### src/rtl/spq_pkg.sv
package spq_pkg;
  localparam int SPQ_TX_SLOTS = 6;
  localparam int SPQ_RX_SLOTS = 10;
  localparam int SPQ_MAX_BITS = 56;
  localparam int SPQ_GO_BIT   = 2;

  localparam int SPQ_A_CMD = 0;
  localparam int SPQ_A_LEN = 1;
  localparam int SPQ_A_TX0 = 2;
  localparam int SPQ_A_RX0 = 8;

  typedef enum logic [1:0] {
    ENG_IDLE  = 2'd0,
    ENG_SHIFT = 2'd1,
    ENG_TAIL  = 2'd2
  } eng_state_e;
endpackage

### src/rtl/spq_half_timer.sv
module spq_half_timer #(
  parameter int HALF = 2
) (
  input  logic clk,
  input  logic rst_n,
  input  logic run_i,
  output logic half_end_o
);
  localparam int CW = $clog2(HALF) + 1;

  logic [CW-1:0] cnt_q, cnt_d;

  assign half_end_o = run_i && (cnt_q == CW'(HALF - 1));

  always_comb begin
    cnt_d = cnt_q;
    if (!run_i || half_end_o) cnt_d = '0;
    else                      cnt_d = cnt_q + CW'(1);
  end

  always_ff @(posedge clk or negedge rst_n) begin
    if (!rst_n) cnt_q <= '0;
    else        cnt_q <= cnt_d;
  end

  AST_TICK_BOUND: assert property (@(posedge clk) disable iff (!rst_n)
    cnt_q < CW'(HALF));
endmodule

### src/rtl/spq_regs.sv
module spq_regs
  import spq_pkg::*;
#(
  parameter int AW       = 5,
  parameter int DW       = 8,
  parameter int TX_SLOTS = SPQ_TX_SLOTS,
  parameter int RX_SLOTS = SPQ_RX_SLOTS,
  parameter int MAX_BITS = SPQ_MAX_BITS
) (
  input  logic                   clk,
  input  logic                   rst_n,
  input  logic                   wr_i,
  input  logic [AW-1:0]          addr_i,
  input  logic [DW-1:0]          wdata_i,
  input  logic                   busy_i,
  input  logic [RX_SLOTS*8-1:0]  rx_i,
  output logic [DW-1:0]          rdata_o,
  output logic [TX_SLOTS*8-1:0]  tx_o,
  output logic [DW-1:0]          len_o,
  output logic                   start_o
);
  logic [DW-1:0] len_q, len_d;
  logic [7:0]    tx_q [TX_SLOTS];
  logic [TX_SLOTS-1:0] tx_we;
  logic          len_ok;
  logic          wr_free;

  assign wr_free = wr_i && !busy_i;
  assign len_ok  = (len_q != '0) && (len_q <= DW'(MAX_BITS));
  assign start_o = wr_free && (addr_i == AW'(SPQ_A_CMD)) &&
                   wdata_i[SPQ_GO_BIT] && len_ok;
  assign len_o   = len_q;

  always_comb begin
    len_d = len_q;
    if (wr_free && (addr_i == AW'(SPQ_A_LEN))) len_d = wdata_i;
  end

  always_ff @(posedge clk or negedge rst_n) begin
    if (!rst_n) len_q <= '0;
    else        len_q <= len_d;
  end

  for (genvar g = 0; g < TX_SLOTS; g++) begin : g_tx
    assign tx_we[g] = wr_free && (addr_i == AW'(SPQ_A_TX0 + g));
    always_ff @(posedge clk or negedge rst_n) begin
      if (!rst_n)        tx_q[g] <= '0;
      else if (tx_we[g]) tx_q[g] <= wdata_i[7:0];
    end
    assign tx_o[g*8 +: 8] = tx_q[g];
  end

  always_comb begin
    rdata_o = '0;
    if (addr_i == AW'(SPQ_A_CMD)) rdata_o[SPQ_GO_BIT] = busy_i;
    if (addr_i == AW'(SPQ_A_LEN)) rdata_o = len_q;
    for (int k = 0; k < TX_SLOTS; k++)
      if (addr_i == AW'(SPQ_A_TX0 + k)) rdata_o = DW'(tx_q[k]);
    for (int k = 0; k < RX_SLOTS; k++)
      if (addr_i == AW'(SPQ_A_RX0 + k)) rdata_o = DW'(rx_i[k*8 +: 8]);
  end

  AST_LEN_FROZEN: assert property (@(posedge clk) disable iff (!rst_n)
    busy_i |=> $stable(len_q));
  AST_TX_FROZEN: assert property (@(posedge clk) disable iff (!rst_n)
    busy_i |=> $stable(tx_o));
endmodule

### src/rtl/spq_engine.sv
module spq_engine
  import spq_pkg::*;
#(
  parameter int DW       = 8,
  parameter int TX_SLOTS = SPQ_TX_SLOTS,
  parameter int RX_SLOTS = SPQ_RX_SLOTS,
  parameter int MAX_BITS = SPQ_MAX_BITS
) (
  input  logic                  clk,
  input  logic                  rst_n,
  input  logic                  start_i,
  input  logic [DW-1:0]         len_i,
  input  logic [TX_SLOTS*8-1:0] tx_i,
  input  logic                  miso_i,
  input  logic                  half_end_i,
  output logic                  busy_o,
  output logic                  sclk_o,
  output logic                  cs_n_o,
  output logic                  mosi_o,
  output logic [RX_SLOTS*8-1:0] rx_o
);
  localparam int BW  = $clog2(MAX_BITS);
  localparam int BYW = BW - 3;
  localparam int RXW = RX_SLOTS * 8;

  eng_state_e     state_q, state_d;
  logic [BW-1:0]  bit_q, bit_d;
  logic           half_q, half_d;
  logic [RXW-1:0] rx_q, rx_d;
  logic [DW-1:0]  bit_ext;
  logic [BYW-1:0] byte_idx;
  logic [7:0]     cur_byte;
  logic           byte_hit;

  assign bit_ext  = DW'(bit_q);
  assign byte_idx = bit_q[BW-1:3];

  always_comb begin
    state_d = state_q;
    bit_d   = bit_q;
    half_d  = half_q;
    rx_d    = rx_q;
    case (state_q)
      ENG_IDLE: begin
        if (start_i) begin
          state_d = ENG_SHIFT;
          bit_d   = '0;
          half_d  = 1'b0;
          rx_d    = '0;
        end
      end
      ENG_SHIFT: begin
        if (half_end_i) begin
          if (!half_q) begin
            half_d = 1'b1;
            rx_d   = {rx_q[RXW-2:0], miso_i};
          end else begin
            half_d = 1'b0;
            if (bit_ext == len_i - DW'(1)) state_d = ENG_TAIL;
            else                           bit_d   = bit_q + BW'(1);
          end
        end
      end
      ENG_TAIL: begin
        if (half_end_i) state_d = ENG_IDLE;
      end
      default: state_d = ENG_IDLE;
    endcase
  end

  always_ff @(posedge clk or negedge rst_n) begin
    if (!rst_n) begin
      state_q <= ENG_IDLE;
      bit_q   <= '0;
      half_q  <= 1'b0;
      rx_q    <= '0;
    end else begin
      state_q <= state_d;
      bit_q   <= bit_d;
      half_q  <= half_d;
      rx_q    <= rx_d;
    end
  end

  always_comb begin
    cur_byte = '0;
    byte_hit = 1'b0;
    for (int k = 0; k < TX_SLOTS; k++) begin
      if (byte_idx == BYW'(TX_SLOTS - 1 - k)) begin
        cur_byte = tx_i[k*8 +: 8];
        byte_hit = 1'b1;
      end
    end
  end

  assign busy_o = (state_q != ENG_IDLE);
  assign cs_n_o = (state_q == ENG_IDLE);
  assign sclk_o = half_q;
  assign mosi_o = (state_q == ENG_SHIFT) && byte_hit && cur_byte[~bit_q[2:0]];
  assign rx_o   = rx_q;

  AST_SCLK_IN_FRAME: assert property (@(posedge clk) disable iff (!rst_n)
    sclk_o |-> !cs_n_o);
  AST_NO_CS_GAP: assert property (@(posedge clk) disable iff (!rst_n)
    (state_q == ENG_SHIFT) |=> (state_q != ENG_IDLE));
  AST_BIT_IN_RANGE: assert property (@(posedge clk) disable iff (!rst_n)
    (state_q == ENG_SHIFT) |-> (bit_ext < len_i));
  AST_MOSI_QUIET: assert property (@(posedge clk) disable iff (!rst_n)
    cs_n_o |-> !mosi_o);
  AST_START_ONLY_IDLE: assert property (@(posedge clk) disable iff (!rst_n)
    start_i |-> (state_q == ENG_IDLE));
endmodule

### src/rtl/spi_prog_shifter.sv
module spi_prog_shifter
  import spq_pkg::*;
#(
  parameter int DIV      = 4,
  parameter int AW       = 5,
  parameter int DW       = 8,
  parameter int TX_SLOTS = SPQ_TX_SLOTS,
  parameter int RX_SLOTS = SPQ_RX_SLOTS,
  parameter int MAX_BITS = SPQ_MAX_BITS
) (
  input  logic          clk,
  input  logic          rst_n,
  input  logic          reg_wr,
  input  logic [AW-1:0] reg_addr,
  input  logic [DW-1:0] reg_wdata,
  output logic [DW-1:0] reg_rdata,
  output logic          sclk,
  output logic          cs_n,
  output logic          mosi,
  input  logic          miso
);
  localparam int HALF = DIV / 2;
  localparam int TXW  = TX_SLOTS * 8;
  localparam int RXW  = RX_SLOTS * 8;

  logic [1:0]     rst_sync_q;
  logic           rst_core_n;
  logic           busy_w, start_w, half_end_w;
  logic [TXW-1:0] tx_w;
  logic [RXW-1:0] rx_w;
  logic [DW-1:0]  len_w;

  always_ff @(posedge clk or negedge rst_n) begin
    if (!rst_n) rst_sync_q <= '0;
    else        rst_sync_q <= {rst_sync_q[0], 1'b1};
  end
  assign rst_core_n = rst_sync_q[1];

  spq_regs #(
    .AW(AW), .DW(DW), .TX_SLOTS(TX_SLOTS), .RX_SLOTS(RX_SLOTS), .MAX_BITS(MAX_BITS)
  ) u_regs (
    .clk(clk), .rst_n(rst_core_n), .wr_i(reg_wr), .addr_i(reg_addr),
    .wdata_i(reg_wdata), .busy_i(busy_w), .rx_i(rx_w), .rdata_o(reg_rdata),
    .tx_o(tx_w), .len_o(len_w), .start_o(start_w)
  );

  spq_half_timer #(.HALF(HALF)) u_timer (
    .clk(clk), .rst_n(rst_core_n), .run_i(busy_w), .half_end_o(half_end_w)
  );

  spq_engine #(
    .DW(DW), .TX_SLOTS(TX_SLOTS), .RX_SLOTS(RX_SLOTS), .MAX_BITS(MAX_BITS)
  ) u_engine (
    .clk(clk), .rst_n(rst_core_n), .start_i(start_w), .len_i(len_w),
    .tx_i(tx_w), .miso_i(miso), .half_end_i(half_end_w), .busy_o(busy_w),
    .sclk_o(sclk), .cs_n_o(cs_n), .mosi_o(mosi), .rx_o(rx_w)
  );

  AST_BAD_LEN_IDLE: assert property (@(posedge clk) disable iff (!rst_core_n)
    (reg_wr && !busy_w && (reg_addr == AW'(SPQ_A_CMD)) && reg_wdata[SPQ_GO_BIT] &&
     ((len_w == '0) || (len_w > DW'(MAX_BITS)))) |=> cs_n);
endmodule

### config.mk
export PLATFORM = sky130hd
export DESIGN_NAME = spi_prog_shifter
export DESIGN_NICKNAME = d
export VERILOG_FILES = /design/src/rtl/spq_pkg.sv /design/src/rtl/spq_half_timer.sv /design/src/rtl/spq_regs.sv /design/src/rtl/spq_engine.sv /design/src/rtl/spi_prog_shifter.sv
export SDC_FILE = /design/constraint.sdc
export NUM_CORES = 1
export LEC_CHECK = 0
export BUFFER_PORTS_ARGS = -buffer_cell sky130_fd_sc_hd__buf_4
export CAP_MARGIN = 20
export CELL_PAD_IN_SITES_DETAIL_PLACEMENT = 1
export CELL_PAD_IN_SITES_GLOBAL_PLACEMENT = 1
export CORE_ASPECT_RATIO = 0.8
export CORE_MARGIN = 2
export CORE_UTILIZATION = 35
export DETAILED_ROUTE_END_ITERATION = 12
export PLACE_DENSITY_LB_ADDON = 0.3
export SYNTH_ARGS = -nofsm -noshare
export SYNTH_HDL_FRONTEND = slang
export SYNTH_SLANG_ARGS = --single-unit
### constraint.sdc
create_clock -name clk -period 5.4 [get_ports clk]
set_input_delay 0.27 -clock clk [delete_from_list [all_inputs] [get_ports clk]]
set_output_delay 0.27 -clock clk [all_outputs]
set_load 0.05 [all_outputs]
==> results of run 1 <==
-- layout by cell type, fill, tap and decap left out, types with 5 or more instances in the layout --
master / netlist / final
a31oi_1: 8 / 8
a221oi_1: 6 / 6
a211oi_1: 12 / 12
mux4_2: 7 / 7
nor3_1: 11 / 11
nand3_1: 81 / 81
nand2b_1: 7 / 7
nand2_1: 192 / 192
o21ai_0: 43 / 43
bufinv_16: 0 / 5
dfrtp_1: 149 / 148
o31ai_2: 5 / 5
o22ai_1: 13 / 13
buf_4: 1 / 35
mux2_2: 65 / 65
a22oi_1: 5 / 5
nor2b_1: 11 / 10
clkbuf_16: 0 / 17
clkinv_2: 0 / 5
nor2_1: 28 / 28
mux2i_1: 30 / 30
a21oi_1: 30 / 30
inv_1: 13 / 13
or3_1: 5 / 5
-- cell families (layout without fill, tap and decap cells) --
group | after synthesis | count (layout) | share of synthesized area (%)
adders and majority gates | 3 | 3 | 0.462
DFF | 149 | 149 | 45.9
muxes | 102 | 102 | 14.6
xor gates and xnor gates | 7 | 7 | 0.754
AOI/OAI and AO/OA | 163 | 163 | 13.5
buffers and inverters | 79 | 83 | 4.86
other | 1 | 1 | 0.0461
and+or+nand+nor | 357 | 357 | 19.9
-- metal layers --
metal | vias up | routed length (um) | track usage [%]
met1 | 3441 | 13300 | 35.4
met5 | - | 0 | 0
met2 | 212 | 11000 | 30.6
met4 | 0 | 348 | 5.35
met3 | 28 | 1810 | 5.54
li1 | 3064 | - | -
-- timing repair --
item                                    CTS  global route
hold buffers                              1             0
endpoints found under the hold margin     2             0
endpoints found under the setup margin    0             0
-- sequential cells by signal, indices dropped and copies added, names as in the netlist --
| name | count |
|---|---|
| u_engine.rx_o | 80 |
| u_regs.tx_o | 48 |
| u_timer.cnt_q | 2 |
| u_engine.bit_q | 6 |
| u_regs.len_o | 8 |
| u_engine.state_q | 2 |
| rst_sync_q | 2 |
| u_engine.sclk_o | 1 |
-- path summary, 6_finish.rpt --
check | from | endpoint | cells after the start
max reg2reg | u_engine.state_q[0]$_DFFE_PN0P_ | u_engine.rx_o[36]$_DFFE_PN0P_ | 7
max in group asynchronous | rst_sync_q[1]$_DFF_PN0_ | u_engine.rx_o[77]$_DFFE_PN0P_ | 1
min | miso | u_engine.rx_o[0]$_DFFE_PN0P_ | 3
min in group asynchronous | rst_n | rst_sync_q[1]$_DFF_PN0_ | 2
max | u_engine.state_q[0]$_DFFE_PN0P_ | u_engine.rx_o[36]$_DFFE_PN0P_ | 7
min reg2reg | rst_sync_q[0]$_DFF_PN0_ | rst_sync_q[1]$_DFF_PN0_ | 0
-- through the flow --
| stage | cells | total power [uW] | utilization, % | worst slack (ns) | instance area (sq um) |
|---|---|---|---|---|---|
| CTS | 1171 | 3360 | 40.3 | 2.11 | 9110 |
| detailed placement | 1138 | 2040 | 37.4 | 2.11 | 8460 |
| floorplan | 861 | 1830 | - | 0.941 | 8130 |
| global route | 1171 | 3490 | 40.3 | 1.91 | 9110 |
| global placement | 1138 | 2020 | 37.4 | 2.15 | 8460 |
| finish | 1171 | 3340 | 40.3 | 2.14 | 9110 |
-- final cells by class --
cell class	count	area, sq um
fillers	2569	13500
repair buffers	37	293
inverters	14	52.6
well taps	306	383
clock inverters	14	209
flip-flops and latches	149	3730
multi-input cells	633	4010
clock buffers	18	429
-- power by group through the flow --
stage          Sequential, uW  Combinational, uW  Clock, uW
2_1_floorplan            1350                483          0
3_3_place_gp             1410                606          0
3_5_place_dp             1420                619          0
4_1_cts                  1400                624       1340
5_1_grt                  1420                683       1390
6_report                 1400                625       1310
-- worst max-delay path: cells and delay by family, from the launching register on --
family                 cells  cell delay (ns)
buffers and inverters      1             0.41
DFF                        1             0.50
AOI/OAI and AO/OA          2             1.04
and+or+nand+nor            4             1.20
==> run summary, run 1 <==
Critical Path End Type - flip-flop
Initial Util - 35.9%
Layout Area Growth over Synthesis - 12.1%
Post-synth EDFFs - 0
CP cell instances - nor2_1, and4b_1, nand4_4, a22oi_4, buf_4, nand3_1, o21ai_1
Pin count of the biggest net entering global routing - 78
# port buffers - 27
Yosys reg bits - 149
Cell area after synthesis - 0.00813 sq mm
DRT antenna net count - 0
Clock Latency Late Sink - 0.43 ns
Warnings from Yosys - 0
Pwr dens - 367 mW/mm^2
Clock-pin slew of the registers on the worst-case setup and hold paths - 0.07 ns
Int Power - 2310 uW
Core area - 0.0226 sq mm
Synth top area cells - dfrtp_1 46%, mux2_2 9.0%, nand2_1 8.9%
Cell count after synthesis - 861
Total gr overflow - 0
DP HPWL - 18,000 um
Final Slew Violations - 0
Req. time, crit path - 5.76 ns
Post-layout nets - 872
CTS tree - built
Post-synth net total - 881
Vias per cell - 5.76
Area leader, netlist - dfrtp_1
Max clock buf depth - 2
Final Hold Fails - 0
Post-CTS setup buffer count - 0
Avg Inst Size Synth - 9.44 sq um
Combinational Power Share - 18.7%
Kind of critical path - flip-flop to flip-flop
Post-CTS Resized - 0
Top FF cell, synth - dfrtp_1
MaxCap Viol Count - 0
Rows - 49
Switching power - 1030 uW
Startpoint types - flip-flop
Async SR Flop Fraction - 100%
Synth top area share - 45.9%
# H-tree levels - 4
Avg WL per Cell - 22.6 um
Min Hold Slack - 0.0724 ns
Period minus WS final - 3.26 ns
Leakage - 0.00426 uW
Fraction of layout cells with a size suffix above 1 - 17.7%
Post-synthesis sequential area ratio - 45.9%
Sw frac - 30.8%
Die H - 140 um
Pre-Repair DR Iteration Count - 5
# setup viols final - 0
Max IR drop VDD - 0.212 mV
Crit share post-route - 60.3%
Initial antenna violation count - 0
Root buffer cell - clkbuf_16
Die area - 0.0245 sq mm
R2R Setup Slk - 2.14 ns
Die W - 174 um
Worst Skew - 0.0120 ns
Slowest-stage cell, CP - a22oi_4
RSZ-0062 raised after global routing - false
Total GRT Usage - 22.6%
# IOs - 28
Slew HR - 24.1%
DR iter-0 viols - 613
DRC viols - 0
Vias - 6,745
Gpl congestion - 0.844
Inserted Diodes - 0
Commonest cells in the netlist - 192 x nand2_1, 149 x dfrtp_1, 81 x nand3_1
CTS buffer count - 17
WL final - 26,500 um
Slew @ Worst Pin - 1.14 ns
Synth cell types - 65
Most frequent cell after synthesis - nand2_1
Status - finished, final reports clean
Part of the power in the clock network - 39.3%
CTS Sinks - 149
Worst Path Arrival - 3.62 ns
First-pass GRT wire length - 42,000 um
Number of global-route vias before repair - 6,866
Critical Path Max Stage Delay - 0.92 ns
Max Fanout on Critical Path - 42
Setup TNS - 0 ns
Maximum clock rate - 307 MHz
Sequential Power Share - 42.0%
HP Class - input port to flip-flop
Note: power is estimated with default switching activity, not from simulation.
==> run 2, diff against run 1 <==
--- a/config.mk
+++ b/config.mk
@@ -5,6 +5,7 @@
 export SDC_FILE = /design/constraint.sdc
 export NUM_CORES = 1
 export LEC_CHECK = 0
+export ABC_AREA = 1
 export BUFFER_PORTS_ARGS = -buffer_cell sky130_fd_sc_hd__buf_4
 export CAP_MARGIN = 20
 export CELL_PAD_IN_SITES_DETAIL_PLACEMENT = 1
==> constraint.sdc (replaced) <==
create_clock -name clk -period 2.7 [get_ports clk]
set_input_delay 0.135 -clock clk [delete_from_list [all_inputs] [get_ports clk]]
set_output_delay 0.135 -clock clk [all_outputs]
set_load 0.05 [all_outputs]
==> run summary, run 2 <==
Status - finished, final reports clean
Worst Path Arrival - 2.52 ns
Pin count of the biggest net entering global routing - 81
Rows - 48
Root buffer cell - clkbuf_16
First-pass GRT wire length - 39,500 um
Slew @ Worst Pin - 0.678 ns
Hold Crit Depth - 3
Max clock buf depth - 2
Max FFs per register - 80
Most common cell after layout, fill and taps aside - nand2_1
CP cell instances - nor2_2, nand2_2, o211ai_1, o21ai_1, nand2_1, o21ai_1, o211ai_1, nand3_1, nand3_1, nand2_1, nor2_2, buf_6
# setup viols final - 0
Clock-pin slew of the registers on the worst-case setup and hold paths - 0.07 ns
Top FF cell, synth - dfrtp_1
Dpl cell area - 0.00819 sq mm
Gpl congestion - 0.903
Worst hold endpoint - u_regs.tx_o[23]$_DFFE_PN0P_
Inserted Diodes - 0
Critical Path End Type - output port
Final Hold Fails - 0
Post-synth EDFFs - 0
Pwr dens - 860 mW/mm^2
Initial Util - 35.4%
Slew HR - 54.8%
Pre-Repair DR Iteration Count - 5
Yosys reg bits - 149
Die W - 169 um
Avg Inst Size Synth - 7.58 sq um
MaxCap Viol Count - 0
Most frequent cell after synthesis - nand2_1
Warnings from Yosys - 0
Initial antenna violation count - 0
DRC viols - 0
Kind of critical path - flip-flop to output port
Vias per cell - 5.11
# H-tree levels - 4
Maximum clock rate - 377 MHz
RSZ-0062 raised after global routing - true
Fraction of layout cells with a size suffix above 1 - 11.1%
Crit Reg-Reg Endpoint - u_engine.rx_o[16]$_DFFE_PN0P_
Max Fanout on Critical Path - 7
# IOs - 28
Period minus WS final - 2.65 ns
Synth cell types - 32
Post-synthesis sequential area ratio - 49.1%
Fillers - 2,605
Max IR drop VDD - 0.435 mV
CTS buffer count - 17
Total gr overflow - 0
DR iter-0 viols - 458
Total GRT Usage - 22.7%
Crit share post-route - 98.2%
Synth top area cells - dfrtp_1 49%, nand2_1 15%, o21ai_0 9.7%
Die H - 136 um
Total power - 7720 uW
Die area - 0.0229 sq mm
Cell area after synthesis - 0.00759 sq mm
HP Class - input port to flip-flop
CTS Sinks - 149
Commonest cells in the netlist - 297 x nand2_1, 155 x inv_1, 149 x dfrtp_1
Async SR Flop Fraction - 100%
Core area - 0.0214 sq mm
Commonest non-fill, non-tap cells in the layout - 295 x nand2_1, 152 x inv_1, 146 x o21ai_0, 145 x dfrtp_1, 56 x nor2_1
Post-synth net total - 1,022
Worst Skew - 0.0103 ns
Clock Latency Late Sink - 0.43 ns
Critical Path Max Stage Delay - 0.46 ns
WL final - 24,800 um
Number of global-route vias before repair - 6,880
R2r startpoint - u_regs.len_o[0]$_DFFE_PN0P_
DP HPWL - 17,700 um
Startpoint types - flip-flop
Final Slew Violations - 0
Leakage - 0.00396 uW
Hold_sp - reg_wdata[7]
Avg WL per Cell - 18.5 um
R2R depth - 12
Cell count after synthesis - 1,002
Post-layout nets - 1,073
Req. time, crit path - 2.57 ns
Design Area, Final - 0.00897 sq mm
R2R Setup Slk - 0.33 ns
Vias - 6,852
Synth top area share - 49.1%
# port buffers - 27
Area leader, netlist - dfrtp_1
Slowest-stage cell, CP - dfrtp_2
CTS tree - built
Layout Area Growth over Synthesis - 18.2%
DRT antenna net count - 0
## run 2: worst max-delay path, delay by kind of cell, from the launching register on
family / cells / cell delay, ns
buffers and inverters: 1 / 0.17
AND/OR/NAND/NOR: 7 / 0.82
AO/OA/AOI/OAI: 4 / 0.62
flip-flops: 1 / 0.46
## run 2: metrics by stage
stage	hold slack, ns	setup slack (ns)	std cells	TNS [ns]	util (%)
global placement	-0.0811	0.316	1296	0	38.2
detailed placement	-0.0804	0.357	1296	0	38.2
floorplan	-0.161	0.229	1002	0	-
CTS	0.114	0.0201	1334	0	41.5
global route	0.128	-0.0345	1341	-0.0345	41.8
finish	0.131	0.0479	1341	0	41.8
## run 2: power breakdown
| group | internal (uW) | switching [uW] | leakage [uW] |
|---|---|---|---|
| Combinational | 646 | 1460 | 0.00163 |
| Sequential | 2560 | 404 | 0.00203 |
| Clock | 1610 | 1030 | 0.000311 |
## run 2: per-layer routing
layer	vias to the layer above	routed length, um	GRT usage [%]
li1	3300	-	-
met1	3400	12600	33.1
met2	124	10900	34.7
met3	28	791	3.33
met4	0	407	7.33
met5	-	0	0
## run 2: worst max-delay path by stage
stage	start	endpoint	slack (ns)
global placement	u_engine.bit_q[4]$_DFFE_PN0P_	mosi	0.32
detailed placement	u_engine.bit_q[3]$_DFFE_PN0P_	mosi	0.36
finish	u_engine.bit_q[3]$_DFFE_PN0P_	mosi	0.05
global route	u_engine.bit_q[4]$_DFFE_PN0P_	mosi	-0.03
CTS	u_engine.bit_q[3]$_DFFE_PN0P_	mosi	0.02
floorplan	rst_sync_q[1]$_DFF_PN0_	u_engine.bit_q[0]$_DFFE_PN0P_	0.23
## run 2: cells by family (layout without fill, tap and decap cells)
group | Yosys count | after routing | synth area share (%)
compound gates | 210 | 210 | 14.4
xor+xnor | 13 | 13 | 1.50
fa+ha+maj | 3 | 3 | 0.495
buf+inv | 187 | 251 | 10.2
flops | 149 | 149 | 49.1
other cells | 1 | 1 | 0.0494
simple gates | 439 | 439 | 24.2
## run 2: area by class of cell
type / instances / area, sq um / share of cell area (%)
flip-flops and latches: 149 / 3740 / 41.7
multi-input cells: 666 / 3110 / 34.6
inverters: 158 / 593 / 6.61
repair buffers: 61 / 546 / 6.08
clock buffers: 19 / 453 / 5.05
well taps: 275 / 344 / 3.84
clock inverters: 13 / 193 / 2.15
## run 2: what timing repair did
item	CTS	global route
gates cloned	0	1
setup endpoints to repair	1	2
hold buffers	3	0
resized for setup	6	8
hold endpoints to repair	3	0
pin swaps	1	0
buffers inserted	3	6
==> run 3, diff against run 2 <==
--- a/config.mk
+++ b/config.mk
@@ -12,7 +12,7 @@
 export CELL_PAD_IN_SITES_GLOBAL_PLACEMENT = 1
 export CORE_ASPECT_RATIO = 0.8
 export CORE_MARGIN = 2
-export CORE_UTILIZATION = 35
+export CORE_UTILIZATION = 42
 export DETAILED_ROUTE_END_ITERATION = 12
 export PLACE_DENSITY_LB_ADDON = 0.3
 export SYNTH_ARGS = -nofsm -noshare
==> run summary, run 3 (synthesis results as in run 2) <==
Status - finished, final reports clean
DR iter-0 viols - 449
Total GRT Usage - 26.1%
Final Hold Fails - 0
Pre-Repair DR Iteration Count - 5
Avg WL per Cell - 18.6 um
Top cell by count, worst path - nand3_1
Startpoint types - flip-flop
Grt met3 use - 4.25%
Max Fanout on Critical Path - 16
FF/Latch Area - 0.00374 sq mm
CTS tree - built
Max FFs per register - 80
HP Class - input port to async pin
Dpl cell area - 0.00814 sq mm
CTS buffer count - 17
Total power - 7520 uW
Max clock buf depth - 2
CP cell instances - inv_1, nor2_2, nand2_4, o21ai_1, nand2_1, a21oi_1, nand3_1, nand3_1, nand3_1, nand2_1, nor2_2, buf_6
Total gr overflow - 0
Die H - 124 um
Core area - 0.0175 sq mm
Top delay family on crit path - simple AND/OR/NAND/NOR gates
Clock Latency Late Sink - 0.42 ns
Die area - 0.0192 sq mm
Pwr dens - 848 mW/mm^2
Design Area, Final - 0.00887 sq mm
Number of global-route vias before repair - 7,097
Global routing usage on met2 - 38.4%
Top Usage Layer GRT - met1
Setup crit start - u_engine.bit_q[4]$_DFFE_PN0P_
# H-tree levels - 4
Vias per cell - 5.36
RSZ-0062 raised after global routing - true
DRT antenna net count - 0
Fraction of layout cells with a size suffix above 1 - 11.3%
Initial Util - 43.3%
Most common cell after layout, fill and taps aside - nand2_1
Worst Skew - 0.00781 ns
Pin count of the biggest net entering global routing - 81
Root buffer cell - clkbuf_16
WL final - 24,100 um
Layout Area Growth over Synthesis - 16.8%
MaxCap Viol Count - 0
Clock-pin slew of the registers on the worst-case setup and hold paths - 0.06 ns
Vias - 6,932
Max IR drop VDD - 0.427 mV
Crit share post-route - 97.7%
Kind of critical path - flip-flop to output port
DRC viols - 0
Period minus WS final - 2.64 ns
CTS Sinks - 149
Slew @ Worst Pin - 0.638 ns
Gpl congestion - 0.919
Final Slew Violations - 0
Slowest-stage cell, CP - dfrtp_2
Die W - 154 um
# setup viols final - 0
WP buf/inv - 2
Critical Path Max Stage Delay - 0.46 ns
Req. time, crit path - 2.57 ns
# port buffers - 27
Critical Path End Type - output port
Rows - 43
Inserted Diodes - 0
First-pass GRT wire length - 39,200 um
Met1 track demand over resource - 39.8%
# IOs - 28
R2r startpoint - u_regs.len_o[0]$_DFFE_PN0P_
Slew HR - 57.4%
Leakage - 0.00396 uW
Fillers - 2,216
Worst Path Arrival - 2.50 ns
DP HPWL - 17,000 um
Maximum clock rate - 379 MHz
Post-layout nets - 1,076
Multi-input logic area - 0.00312 sq mm
Setup TNS - 0 ns
Initial antenna violation count - 0
Commonest non-fill, non-tap cells in the layout - 294 x nand2_1, 152 x inv_1, 145 x o21ai_0, 145 x dfrtp_1, 56 x nor2_1
run 3: cell types whose count changed in the layout (fill, tap and decap cells not counted), sizes merged:
cell and delta:
bufinv -2, clkinvlp +1, dlygate4sd3 -1, clkbuf +1, inv -3, clkinv +3
buf +4
run 3: report_power, final:
part | switching [uW] | internal [uW] | total, uW
Combinational | 1500 | 725 | 2220
Sequential | 391 | 2560 | 2950
Clock | 964 | 1380 | 2350
run 3: what timing repair did:
action                                  4_1_cts  5_1_grt
endpoints found under the setup margin        1        6
gates cloned                                  0        0
pin swaps                                     1        3
buffers inserted                              0       12
hold endpoints to repair                      3        0
hold buffers                                  2        0
resized for setup                             6       11
run 3: layout make-up:
cell class	instances	share of cell area, %
Clock inverter	12	1.45
Sequential cell	149	42.1
Tap cell	225	3.17
Clock buffer	20	5.04
Inverter	158	6.69
Timing Repair Buffer	64	6.36
Multi-Input combinational cell	666	35.2
run 3: final timing paths:
check                                                end  slack (ns)  cells after the start
setup / recovery                                    mosi        0.06                     12
hold / removal                   rst_sync_q[1]$_DFF_PN0_        0.03                      2
setup reg to reg           u_engine.rx_o[26]$_DFFE_PN0P_        0.32                     13
hold reg to reg            u_engine.rx_o[23]$_DFFE_PN0P_        0.34                      0
max in group asynchronous  u_engine.rx_o[52]$_DFFE_PN0P_        1.60                      1
min in group clk              u_regs.tx_o[7]$_DFFE_PN0P_        0.14                      3
run 3: per-layer routing:
layer / vias to the layer above / wire [um]
met5: - / 0
met2: 167 / 10700
met4: 0 / 386
li1: 3303 / -
met1: 3430 / 11900
met3: 32 / 1090
run 3: stage by stage:
step	setup WS [ns]	util (%)	hold WS, ns	std cells
after floorplan	0.229	-	-0.161	1002
after global placement	0.257	46.4	-0.0808	1248
after detailed placement	0.211	46.4	-0.0810	1248
after CTS	0.0172	49.9	0.00575	1282
after global routing	-0.0403	50.6	0.0173	1294
final	0.0616	50.6	0.0250	1294
